### config.mk
export PLATFORM = sky130hd
export DESIGN_NAME = ssc_depth_sel
export DESIGN_NICKNAME = d
export VERILOG_FILES = /design/src/rtl/ssc_pkg.sv /design/src/rtl/ssc_strap_latch.sv /design/src/rtl/ssc_depth_arb.sv /design/src/rtl/ssc_tri_gen.sv /design/src/rtl/ssc_depth_sel.sv
export SDC_FILE = /design/constraint.sdc
export NUM_CORES = 1
export LEC_CHECK = 0
export BUFFER_PORTS_ARGS = -buffer_cell sky130_fd_sc_hd__buf_2
export CORE_MARGIN = 10
export CORE_UTILIZATION = 49
export DETAILED_ROUTE_END_ITERATION = 12
export PLACE_DENSITY = 0.76
export SETUP_SLACK_MARGIN = 0.5
export SYNTH_ARGS = -nofsm -noshare
export SYNTH_HDL_FRONTEND = slang
export SYNTH_SLANG_ARGS = --single-unit
### constraint.sdc
create_clock -name clk -period 2.35 [get_ports clk]
set_input_delay 0.235 -clock clk [delete_from_list [all_inputs] [get_ports clk]]
set_output_delay 0.235 -clock clk [all_outputs]
set_load 0.03 [all_outputs]
### src/rtl/ssc_pkg.sv
package ssc_pkg;

    typedef enum logic [1:0] {
        SS_OFF  = 2'b00,
        SS_QTR  = 2'b01,
        SS_HALF = 2'b11
    } ss_depth_e;

    function automatic ss_depth_e strap_to_depth(input logic [1:0] lvl);
        case (lvl)
            2'b01:   return SS_QTR;
            2'b10:   return SS_HALF;
            default: return SS_OFF;
        endcase
    endfunction

    function automatic ss_depth_e sw_to_depth(input logic [1:0] code);
        case (code)
            2'b01:   return SS_QTR;
            2'b11:   return SS_HALF;
            default: return SS_OFF;
        endcase
    endfunction

    function automatic logic [1:0] depth_mult(input ss_depth_e d);
        case (d)
            SS_QTR:  return 2'd1;
            SS_HALF: return 2'd2;
            default: return 2'd0;
        endcase
    endfunction

endpackage

### src/rtl/ssc_strap_latch.sv
module ssc_strap_latch
    import ssc_pkg::*;
(
    input  logic       clk,
    input  logic       rst_n,
    input  logic [1:0] strap_lvl_i,
    input  logic       pwr_good_i,
    output ss_depth_e  strap_depth_o
);

    typedef struct packed {
        logic      taken;
        ss_depth_e depth;
    } latch_t;

    latch_t st_d, st_q;

    always_comb begin
        st_d = st_q;
        if (!st_q.taken && pwr_good_i) begin
            st_d.taken = 1'b1;
            st_d.depth = strap_to_depth(strap_lvl_i);
        end
    end

    always_ff @(posedge clk) begin
        if (!rst_n) begin
            st_q <= '{taken: 1'b0, depth: SS_OFF};
        end else begin
            st_q <= st_d;
        end
    end

    assign strap_depth_o = st_q.depth;

    assert_strap_frozen_R3: assert property (@(posedge clk) disable iff (!rst_n)
        st_q.taken |=> (st_q.taken && $stable(st_q.depth)));

    assert_uncaptured_off_R2: assert property (@(posedge clk) disable iff (!rst_n)
        !st_q.taken |-> st_q.depth == SS_OFF);

endmodule

### src/rtl/ssc_depth_arb.sv
module ssc_depth_arb
    import ssc_pkg::*;
(
    input  ss_depth_e  strap_depth_i,
    input  logic       sw_ovr_en_i,
    input  logic [1:0] sw_depth_i,
    output ss_depth_e  req_depth_o
);

    always_comb begin
        if (sw_ovr_en_i) begin
            req_depth_o = sw_to_depth(sw_depth_i);
        end else begin
            req_depth_o = strap_depth_i;
        end
    end

endmodule

### src/rtl/ssc_tri_gen.sv
module ssc_tri_gen
    import ssc_pkg::*;
#(
    parameter int RAMP_STEPS = 16,
    parameter int STEP_LSB   = 8,
    parameter int OFF_W      = 12
) (
    input  logic                    clk,
    input  logic                    rst_n,
    input  ss_depth_e               req_depth_i,
    input  logic                    tick_i,
    output ss_depth_e               depth_o,
    output logic signed [OFF_W-1:0] offset_o
);

    localparam int CW = $clog2(RAMP_STEPS + 1);
    localparam logic [CW-1:0] PEAK = CW'(RAMP_STEPS);
    localparam int MAX_MAG = RAMP_STEPS * 2 * STEP_LSB;

    typedef struct packed {
        ss_depth_e     mode;
        logic [CW-1:0] cnt;
        logic          down;
    } tri_t;

    tri_t st_d, st_q;
    logic [OFF_W-1:0] mag;

    always_comb begin
        st_d = st_q;
        if (st_q.cnt == '0) begin
            st_d.mode = req_depth_i;
            st_d.down = 1'b0;
            if (tick_i && req_depth_i != SS_OFF) begin
                st_d.cnt  = CW'(1);
                st_d.down = (PEAK == CW'(1));
            end
        end else if (tick_i) begin
            if (!st_q.down) begin
                st_d.cnt = st_q.cnt + 1'b1;
                if (st_q.cnt + 1'b1 == PEAK) begin
                    st_d.down = 1'b1;
                end
            end else begin
                st_d.cnt = st_q.cnt - 1'b1;
                if (st_q.cnt == CW'(1)) begin
                    st_d.down = 1'b0;
                end
            end
        end
    end

    always_ff @(posedge clk) begin
        if (!rst_n) begin
            st_q <= '{mode: SS_OFF, cnt: '0, down: 1'b0};
        end else begin
            st_q <= st_d;
        end
    end

    always_comb begin
        mag      = OFF_W'(st_q.cnt) * OFF_W'(depth_mult(st_q.mode)) * OFF_W'(STEP_LSB);
        offset_o = -$signed(mag);
    end

    assign depth_o = st_q.mode;

    assert_offset_nonpos_R7: assert property (@(posedge clk) disable iff (!rst_n)
        offset_o <= 0);

    assert_offset_bound_R7: assert property (@(posedge clk) disable iff (!rst_n)
        int'(offset_o) >= -MAX_MAG);

    assert_step_on_tick_R6: assert property (@(posedge clk) disable iff (!rst_n)
        !tick_i |=> $stable(st_q.cnt));

    assert_count_peak_R6: assert property (@(posedge clk) disable iff (!rst_n)
        st_q.cnt <= PEAK);

    assert_depth_held_R8: assert property (@(posedge clk) disable iff (!rst_n)
        (st_q.cnt != '0) |=> $stable(st_q.mode));

endmodule

### src/rtl/ssc_depth_sel.sv
module ssc_depth_sel
    import ssc_pkg::*;
#(
    parameter int RAMP_STEPS = 16,
    parameter int STEP_LSB   = 8,
    parameter int OFF_W      = 12
) (
    input  logic                    clk,
    input  logic                    rst_n,
    input  logic [1:0]              strap_lvl_i,
    input  logic                    pwr_good_i,
    input  logic                    sw_ovr_en_i,
    input  logic [1:0]              sw_depth_i,
    input  logic                    mod_tick_i,
    output logic [1:0]              strap_rb_o,
    output logic [1:0]              depth_o,
    output logic signed [OFF_W-1:0] offset_o
);

    ss_depth_e strap_depth;
    ss_depth_e req_depth;
    ss_depth_e applied;

    ssc_strap_latch u_latch (
        .clk           (clk),
        .rst_n         (rst_n),
        .strap_lvl_i   (strap_lvl_i),
        .pwr_good_i    (pwr_good_i),
        .strap_depth_o (strap_depth)
    );

    ssc_depth_arb u_arb (
        .strap_depth_i (strap_depth),
        .sw_ovr_en_i   (sw_ovr_en_i),
        .sw_depth_i    (sw_depth_i),
        .req_depth_o   (req_depth)
    );

    ssc_tri_gen #(
        .RAMP_STEPS (RAMP_STEPS),
        .STEP_LSB   (STEP_LSB),
        .OFF_W      (OFF_W)
    ) u_tri (
        .clk         (clk),
        .rst_n       (rst_n),
        .req_depth_i (req_depth),
        .tick_i      (mod_tick_i),
        .depth_o     (applied),
        .offset_o    (offset_o)
    );

    assign strap_rb_o = 2'(strap_depth);
    assign depth_o    = 2'(applied);

    assert_reserved_off_R5: assert property (@(posedge clk) disable iff (!rst_n)
        (sw_ovr_en_i && sw_depth_i == 2'b10) |-> req_depth == SS_OFF);

endmodule

Word-level counts from Yosys, hierarchy flattened. Cells that the tools add are included.

Equality and inequality tests: 9. Reductions and logical operators: 7. Add/sub/neg operators: 3. Muxes and demuxes: 10. $mul: 1.

Operators with widths (number): 6-bit two-way mux (4); 10-bit negator with 12-bit output (1); 2-bit one-hot mux with 2 select lines (3); 5-bit by 2-bit multiplier with 7-bit output (1); 2-bit by 1-bit == test with 1-bit output, second input constant (3); 2-bit == test, second input constant (3); 5-bit by 1-bit adder with 5-bit output, second input constant (1); 5-bit by 1-bit == test with 1-bit output, second input constant (1); 5-bit == test, second input constant (1); 5-bit logical NOT (1); 5-bit by 1-bit subtractor with 5-bit output, second input constant (1); 2-bit nonzero test (2); 1-bit logical AND (2); 1-bit two-way mux (2); 2-bit two-way mux (1); 2-bit inequality test, second input constant (1); 2-bit AND reduction (1); 1-bit logical NOT (1).

Output and inout bits: 16. Word-level logic and storage cells: 35. Input bits: 9. Flip-flop bits (word level): 11.

Longest topological paths before layout. Gate-level depths: netlist (run 1).

Depth after elaboration: 7. Depth in mapped cells: 9. Mapped depth without buffers: 9.

Modules after synthesis. From an unflattened synthesis (run 1), not the netlist that was laid out.

Cell total of the unflattened synthesis: 140. Area total of the unflattened synthesis: 1123.6 um^2.

By module, submodules not included: ssc_tri_gen (instances 1, area each 947.2 um^2, seq. area each 160.2 um^2, cells each 122); ssc_strap_latch (instances 1, area each 147.6 um^2, seq. area each 60.1 um^2, cells each 14); ssc_depth_arb (instances 1, area each 28.8 um^2, seq. area each 0.0 um^2, cells each 4).

Worst setup path before layout (run 1). OpenSTA, ideal clock, no wires.

Path kind: register to output. Start: reg u_tri.st_q (netlist bit u_tri.depth_o[0]). End: out offset_o[9]. Slack: -517 ps. Buffers on the path: 0. Stages on the path, launching flop included: 10. Required time: 2115 ps. Arrival time: 2632 ps. Cells stage by stage: dfxtp_1 > nor2b_1 > and2_1 > ha_1 > inv_1 > fa_1 > xor2_1 > and3_1 > and4b_1 > nor3_1.

Cells in the longest elaborated chain, start to end: 4. Elaborated cells between the ends (all ways): 5. Those cells by class: add/sub: 1; mul: 1; eq/ne: 2; mux: 1.

Ends and longest elaborated chain: start: declaration (RTL line ssc_tri_gen.sv:26) `tri_t st_d, st_q;`; start signal: assignment (RTL line ssc_tri_gen.sv:55) `st_q <= '{mode: SS_OFF, cnt: '0, down: 1'b0};`; start signal: assignment (RTL line ssc_tri_gen.sv:57) `st_q <= st_d;`; 2-bit == test or 2-bit by 1-bit == test with 1-bit output (tied branches) (RTL line ssc_pkg.sv:26) `case (d)`; 2-bit one-hot mux with 2 select lines * (RTL line ssc_pkg.sv:26); 5-bit by 2-bit multiplier with 7-bit output * (RTL line ssc_tri_gen.sv:62) `mag = OFF_W'(st_q.cnt) * OFF_W'(depth_mult(st_q.mode)) * OFF_W'(STEP_LSB);`; 10-bit negator with 12-bit output * (RTL line ssc_tri_gen.sv:63) `offset_o = -$signed(mag);`; end: declaration (RTL line ssc_depth_sel.sv:17) `output logic signed [OFF_W-1:0] offset_o`.

Mark *: on every way between the ends. The rest lies on a longest branch, timed or not.

Worst setup path in the final report (run 1).
Start: reg u_tri.st_q (netlist bit u_tri.depth_o[1]). End: out offset_o[8].

Same word-level chain as after synthesis.

==> run summary, run 1 <==
POWER
------------------------------------------------------------------------------------------------------
Total leakage power                                                                           0.751 nW
Share of total power in the clock network                                                        25.9%
Cell Int Power                                                                                0.347 mW
Pwr/cell area                                                                               331 nW/µm²
Switching power                                                                               0.196 mW
Net Sw Frac                                                                                      36.1%
Register share of total power                                                                    37.9%
Combinational share of power                                                                     36.2%
IR drop worst, VDD                                                                          0.000300 V

PLACED DESIGN
------------------------------------------------------------------------------------------------------
Worst Setup Slack post-DPL                                                                  -0.0688 ns
Hpwl dp                                                                                        2420 µm
Final weighted congestion of routability-driven global placement                                 0.842
Number of input and output port buffers inserted                                                    21

TIMING
------------------------------------------------------------------------------------------------------
Setup skew after layout                                                                     0.00583 ns
Highest clock rate                                                                             379 MHz
Unrepaired setup endpoints after global routing                                                   true
Total count of max-transition violations in the final report                                         0
Final Cycle Share                                                                                 112%
Final hold slack                                                                              0.170 ns
Hold Vio Cnt, Final                                                                                  0
Slack of the critical path                                                                   -0.289 ns
Final setup violating endpoints                                                                      6
Minimum clock period                                                                           2.64 ns

ROUTING
------------------------------------------------------------------------------------------------------
Per-cell routed wire length                                                                    15.8 µm
Aggregate routed wire length                                                                   3310 µm
Iteration count of the initial detailed-routing pass                                                 4
Antenna viol nets, final                                                                             0
Detailed-route via count                                                                          1175
Number of remaining DRC errors                                                                       0
Average via count per standard cell                                                               5.60
DRC violation total after the first TritonRoute iteration                                           46

FLOORPLANNING
------------------------------------------------------------------------------------------------------
Floorplan die width                                                                            68.4 µm
Core area                                                                                     2230 µm²
Number of rows created at floorplan                                                                 17
Die Area                                                                                      4680 µm²
Io pins                                                                                             25
Initial Util                                                                                     51.5%
Die boundary height                                                                            68.4 µm

FINAL LAYOUT
------------------------------------------------------------------------------------------------------
Fill count                                                                                         183
Area occupied by registers                                                                     230 µm²
Share of cells above drive strength 1                                                            45.6%
Nets                                                                                               203
Area of the multi-input gates                                                                  971 µm²
Area added between synthesis and finish                                                          42.3%
Diode insertion count for antenna repair                                                             0

GLOBAL ROUTING
------------------------------------------------------------------------------------------------------
Global-route total usage across every layer                                                      15.2%
Antenna violations before repair                                                                     0
GR Overflow Total                                                                                    0
Via count of the first global-routing pass                                                        1196
Pin count of the biggest net entering global routing                                                15
Wire length of the first global-routing pass                                                   5480 µm

LOGIC SYNTHESIS
------------------------------------------------------------------------------------------------------
Post-Synthesis Mean Instance Area                                                             7.82 µm²
Top post-synthesis cells by area                                                          dfxtp_1, ha_1, nor2_1
Top cell type's share of synthesized area                                                        19.2%
Number of enable-type register cells in the synthesized netlist                                      0
Post-synthesis sequential element count                                                             11
Synthesized netlist cell count                                                                     147
Count of unique library cells instantiated by Yosys                                                 43
Synth top cells by count                                                                  nor2_1, inv_1, dfxtp_1
Proportion of synthesized flip-flops having asynchronous set or reset                               0%
Most numerous cell in the Yosys netlist                                                         nor2_1
Cell taking the most area after synthesis                                                      dfxtp_1
Synthesis warning total                                                                              0
Post-synthesis instance area                                                                  1150 µm²
Most common flop cell mapped by yosys                                                          dfxtp_1
Sequential share of the synthesized area                                                         19.2%

SETUP PATH
------------------------------------------------------------------------------------------------------
Delay of the slowest cell on the worst path                                                    0.41 ns
CP cell instances                                                                         and3_1 -> ha_4 -> inv_2 -> fa_2 -> xor2_2 -> and4_1 -> o21ai_2 -> xnor3_2 -> buf_6
Largest fanout of any net on the critical path                                                       7
Critical Path Sink Type                                                                     output pin
Required time of the critical path                                                             2.12 ns
Crit path max-delay cell type                                                                  dfxtp_2
CP delay by family, top                                                                    adder cells
Critical path data arrival time                                                                2.40 ns
CP bufs+invs                                                                                         2
Crit path kind                                                                            register to output pin
Startpoint Class                                                                              register

CLOCK NETWORK
------------------------------------------------------------------------------------------------------
Clock tree root driver cell                                                                   clkbuf_4
Largest buffer count on any clock path                                                               2
Maximum level of the CTS H-tree                                                                      1
Hold buffer count at CTS                                                                             0
Number of buffers created by CTS                                                                     3
Clock transition at the register clock pins on the worst setup and hold paths after CTS        0.08 ns
TritonCTS clock tree                                                                              done
Num Clock Sinks                                                                                     11
Worst skew pair latency                                                                        0.28 ns

MIN PATH
------------------------------------------------------------------------------------------------------
Class of the most critical hold timing path                                               input port to register

OUTCOME
------------------------------------------------------------------------------------------------------
Status                                                                                    complete, but fails checks
Violated checks                                                                           negative setup slack

FLOW RUN
------------------------------------------------------------------------------------------------------
Max-capacitance violation count                                                                      0

[worst paths after layout]
check | to | slack [ns] | cells after the start | startpoint
min | u_tri.st_q[1] | 0.17 | 3 | rst_n
min reg2reg | u_latch.st_q[2] | 0.50 | 2 | u_latch.st_q[2]
max reg2reg | u_tri.st_q[2] | 0.47 | 8 | u_tri.st_q[2]
max | offset_o[8] | -0.29 | 9 | u_tri.depth_o[1]
[cell usage in the layout, fill, tap and decap left out, drive strengths merged, types with 3 or more instances in the layout]
cell    synthesis  final
a211oi          5      5
a21oi           7      7
a31oi           3      3
and2            5      5
and3            7      7
and4b           3      3
buf            10     41
clkbuf          2      3
conb            1      3
dfxtp          11     11
ha             10     10
inv            12     12
mux2i           3      3
nand2          10     10
nand3           7      7
nor2           15     15
nor2b           5      5
nor3            4      4
o21ai           3      3
xor2            3      3
[routing by layer]
layer | global-route usage (%) | share of wire [%] | vias up
met5 | 0 | 0 | -
met4 | 7.54 | 2.5 | 0
met3 | 2.61 | 4.5 | 10
met2 | 28.9 | 54 | 27
met1 | 15.3 | 39 | 556
li1 | - | - | 582
[final cells by class]
type                    instances  share of cell area, %
clock inverters                 1                  0.306
well taps                      28                   2.14
flip-flops and latches         11                   14.1
clock buffers                   3                   1.38
repair buffers                 41                   19.3
multi-input cells             113                   59.3
inverters                      13                   3.44
[kinds of logic (layout without fill, tap and decap cells)]
logic type               count (synthesis)  count (layout)  synth area share, %
AO/OA/AOI/OAI                           26              26                 16.9
XOR/XNOR                                 6               6                 5.77
adder cells (fa/ha/maj)                 11              11                 12.6
buffers and inverters                   25              58                 11.2
flip-flops                              11              11                 19.2
multiplexers                             3               3                 2.61
other                                    1               3                0.326
AND/OR/NAND/NOR                         64              64                 31.4
[state kept, by name, indices dropped and copies added, names as in the netlist]
signal                 cells
u_latch.st_q               1
u_tri.st_q                 6
u_latch.strap_depth_o      2
u_tri.depth_o              2
[timing repair]
item | 4_1_cts | 5_1_grt
endpoints found under the setup margin | 13 | 13
endpoints found under the hold margin | 0 | 0
buffers inserted | 8 | 2
resized for setup | 38 | 9
cloned | 0 | 0
pin swaps | 12 | 7
[power by group through the flow]
stage                     Clock, mW  Combinational [mW]  Sequential [mW]
after floorplan                   0               0.113            0.213
after global placement            0               0.154            0.210
after detailed placement          0               0.159            0.211
after CTS                     0.140               0.192            0.207
after global routing          0.147               0.211            0.207
final                         0.140               0.196            0.206
[tightest hold or removal path: stages]
cell and delay [ns]:
buf_2 0.11, nand2_1 0.05, a21oi_1 0.03
[per-stage QoR]
step           setup TNS (ns)  std cells  power (mW)  instance area [µm²]  utilization [%]
6_report                -1.39        210       0.542                 1640             73.3
5_1_grt                 -2.02        210       0.565                 1640             73.3
4_1_cts                 -1.36        208       0.539                 1580             70.9
3_5_place_dp           -0.199        196       0.370                 1360             61.1
3_3_place_gp                0        196       0.363                 1360             61.1
2_1_floorplan               0        149       0.326                 1230                -
(Power assumes the default switching activity.)
==> run 2, diff against run 1 <==
==> constraint.sdc (replaced) <==
create_clock -name clk -period 2.35 [get_ports clk]
set_input_delay 0.235 -clock clk [delete_from_list [all_inputs] [get_ports clk]]
set_output_delay 0.235 -clock clk [all_outputs]
set_load 0.1 [all_outputs]
==> run 2 against run 1 <==
  * The run still ends with negative setup slack left
  * Non-clock buffer count grew 11
  * Critical path type unchanged
  * Worst hold slack lost 0.011 ns
  * Global-route usage grew 0.38 points
  * Clock-buffer cell count is the same
  * Via count grew 8.9%
  * Power grew 24%
  * Clock power is essentially flat
  * First-iteration DRC count grew 26%
  * Flip-flop and latch count is the same
  * Largest power group is now combinational cells
==> run summary, run 2 (same netlist as run 1, synthesis figures left out) <==
FLOORPLANNING
------------------------------------------------------------------------------------------------------
Floorplan die width                                                                            68.4 µm
Number of rows created at floorplan                                                                 17
Initial Util                                                                                     51.5%
Core area                                                                                     2230 µm²
Die boundary height                                                                            68.4 µm
Die Area                                                                                      4680 µm²
Io pins                                                                                             25

OUTCOME
------------------------------------------------------------------------------------------------------
Status                                                                                    complete, but fails checks
Violated checks                                                                           negative setup slack

CLOCK NETWORK
------------------------------------------------------------------------------------------------------
Clock tree root driver cell                                                                   clkbuf_4
Num Clock Sinks                                                                                     11
Clock transition at the register clock pins on the worst setup and hold paths after CTS        0.08 ns
TritonCTS clock tree                                                                              done
Largest buffer count on any clock path                                                               2
Worst skew pair latency                                                                        0.29 ns
Maximum level of the CTS H-tree                                                                      1
Number of buffers created by CTS                                                                     3

FINAL LAYOUT
------------------------------------------------------------------------------------------------------
Fraction of the core area covered by cells at the end of the flow                                82.6%
Flip-flop count of the largest register, all copies and words added                                  6
Diode insertion count for antenna repair                                                             0
Area added between synthesis and finish                                                          60.4%
Largest register by flop count                                                              u_tri.st_q
Share of cells above drive strength 1                                                            50.8%
Most frequent cells in the layout                                                         buf_4, nor2_1, buf_2
Nets                                                                                               214
Most frequent standard cell in the layout excluding fill and tap cells                           buf_4

SETUP PATH
------------------------------------------------------------------------------------------------------
Largest fanout of any net on the critical path                                                       4
Startpoint Class                                                                              register
Crit path kind                                                                            register to output pin
Required time of the critical path                                                             2.12 ns
Critical Path Sink Type                                                                     output pin
Critical path data arrival time                                                                2.62 ns

ROUTING
------------------------------------------------------------------------------------------------------
Detailed-route via count                                                                          1279
Number of remaining DRC errors                                                                       0
Iteration count of the initial detailed-routing pass                                                 4
Per-cell routed wire length                                                                    16.6 µm
Antenna viol nets, final                                                                             0
DRC violation total after the first TritonRoute iteration                                           58
Aggregate routed wire length                                                                   3670 µm
Average via count per standard cell                                                               5.79

GLOBAL ROUTING
------------------------------------------------------------------------------------------------------
Antenna violations before repair                                                                     0
Global-route total usage across every layer                                                      15.6%
Via count of the first global-routing pass                                                        1211
Wire length of the first global-routing pass                                                   5640 µm
Pin count of the biggest net entering global routing                                                15
GR Overflow Total                                                                                    0

TIMING
------------------------------------------------------------------------------------------------------
Total count of max-transition violations in the final report                                         0
Final setup violating endpoints                                                                      7
Highest clock rate                                                                             350 MHz
Unrepaired setup endpoints after global routing                                                   true
Hold Vio Cnt, Final                                                                                  0
Minimum clock period                                                                           2.85 ns
Final Cycle Share                                                                                 121%
Setup skew after layout                                                                    0.000518 ns
Slack of the critical path                                                                   -0.504 ns

POWER
------------------------------------------------------------------------------------------------------
Cell Int Power                                                                                0.377 mW
IR drop worst, VDD                                                                          0.000462 V
Pwr/cell area                                                                               366 nW/µm²
Total leakage power                                                                           0.820 nW
Register share of total power                                                                    30.4%
Switching power                                                                               0.297 mW
Total power consumption of the routed design                                                  0.674 mW
Combinational share of power                                                                     48.7%
Share of total power in the clock network                                                        20.8%
Net Sw Frac                                                                                      44.1%

PLACED DESIGN
------------------------------------------------------------------------------------------------------
Final weighted congestion of routability-driven global placement                                 0.839
Worst Setup Slack post-DPL                                                                   -0.407 ns
Hpwl dp                                                                                        2290 µm
Number of input and output port buffers inserted                                                    21

FLOW RUN
------------------------------------------------------------------------------------------------------
Max-capacitance violation count                                                                      0

MIN PATH
------------------------------------------------------------------------------------------------------
Class of the most critical hold timing path                                               input port to register

## run 2: what timing repair did
item	4_1_cts	5_1_grt
buffers inserted	7	3
gates resized for setup	41	6
hold buffers	0	0
hold endpoints to repair	0	0
pin swaps	13	5
setup endpoints to repair	11	11
## run 2: critical path: stages, from the launching register on
cell     delay, ns
dfxtp_4       0.36
nor2b_4       0.14
and2_4        0.15
ha_4          0.13
inv_2         0.04
fa_2          0.54
buf_6         0.12
and4_4        0.25
o21ai_4       0.07
xnor3_4       0.33
buf_12        0.19
## run 2: area by class of cell
| cell class | instances | area (µm²) |
|---|---|---|
| clock buffer | 3 | 22.5 |
| clock inverter | 1 | 5.00 |
| fill | 123 | 389 |
| inverter | 13 | 56.3 |
| multi-input combinational | 113 | 1020 |
| sequential | 11 | 228 |
| tap | 28 | 35.0 |
| timing repair buffer | 52 | 475 |
## run 2: per-layer routing
metal / GRT usage [%] / vias to the layer above / part of all wire [%]
li1: - / 603 / -
met1: 16.0 / 603 / 38
met2: 29.7 / 54 / 53
met3: 2.45 / 19 / 6.2
met4: 7.04 / 0 / 3.3
met5: 0 / - / 0
## run 2: power groups by stage
stage	Sequential, mW	Clock (mW)	Combinational, mW
floorplan	0.213	0	0.206
global placement	0.208	0	0.275
detailed placement	0.209	0	0.279
CTS	0.205	0.137	0.313
global route	0.207	0.142	0.341
finish	0.205	0.140	0.329
## run 2: metrics by stage
step / cells / hold slack, ns / cell area, µm² / TNS (ns)
final: 221 / 0.159 / 1840 / -2.40
after global placement: 207 / 0.450 / 1540 / -0.674
after CTS: 218 / 0.173 / 1790 / -1.97
after detailed placement: 207 / 0.461 / 1540 / -0.963
after global routing: 221 / 0.209 / 1840 / -2.81
after floorplan: 149 / 0.344 / 1240 / -1.37
## run 2: path summary, 6_finish.rpt
kind / slack, ns / end / cells after the start / from
setup / recovery: -0.50 / offset_o[8] / 10 / u_tri.depth_o[0]
hold reg to reg: 0.48 / u_latch.st_q[2] / 2 / u_latch.st_q[2]
hold / removal: 0.16 / u_latch.st_q[2] / 3 / pwr_good_i
setup reg to reg: 0.49 / u_tri.st_q[2] / 8 / u_tri.st_q[2]
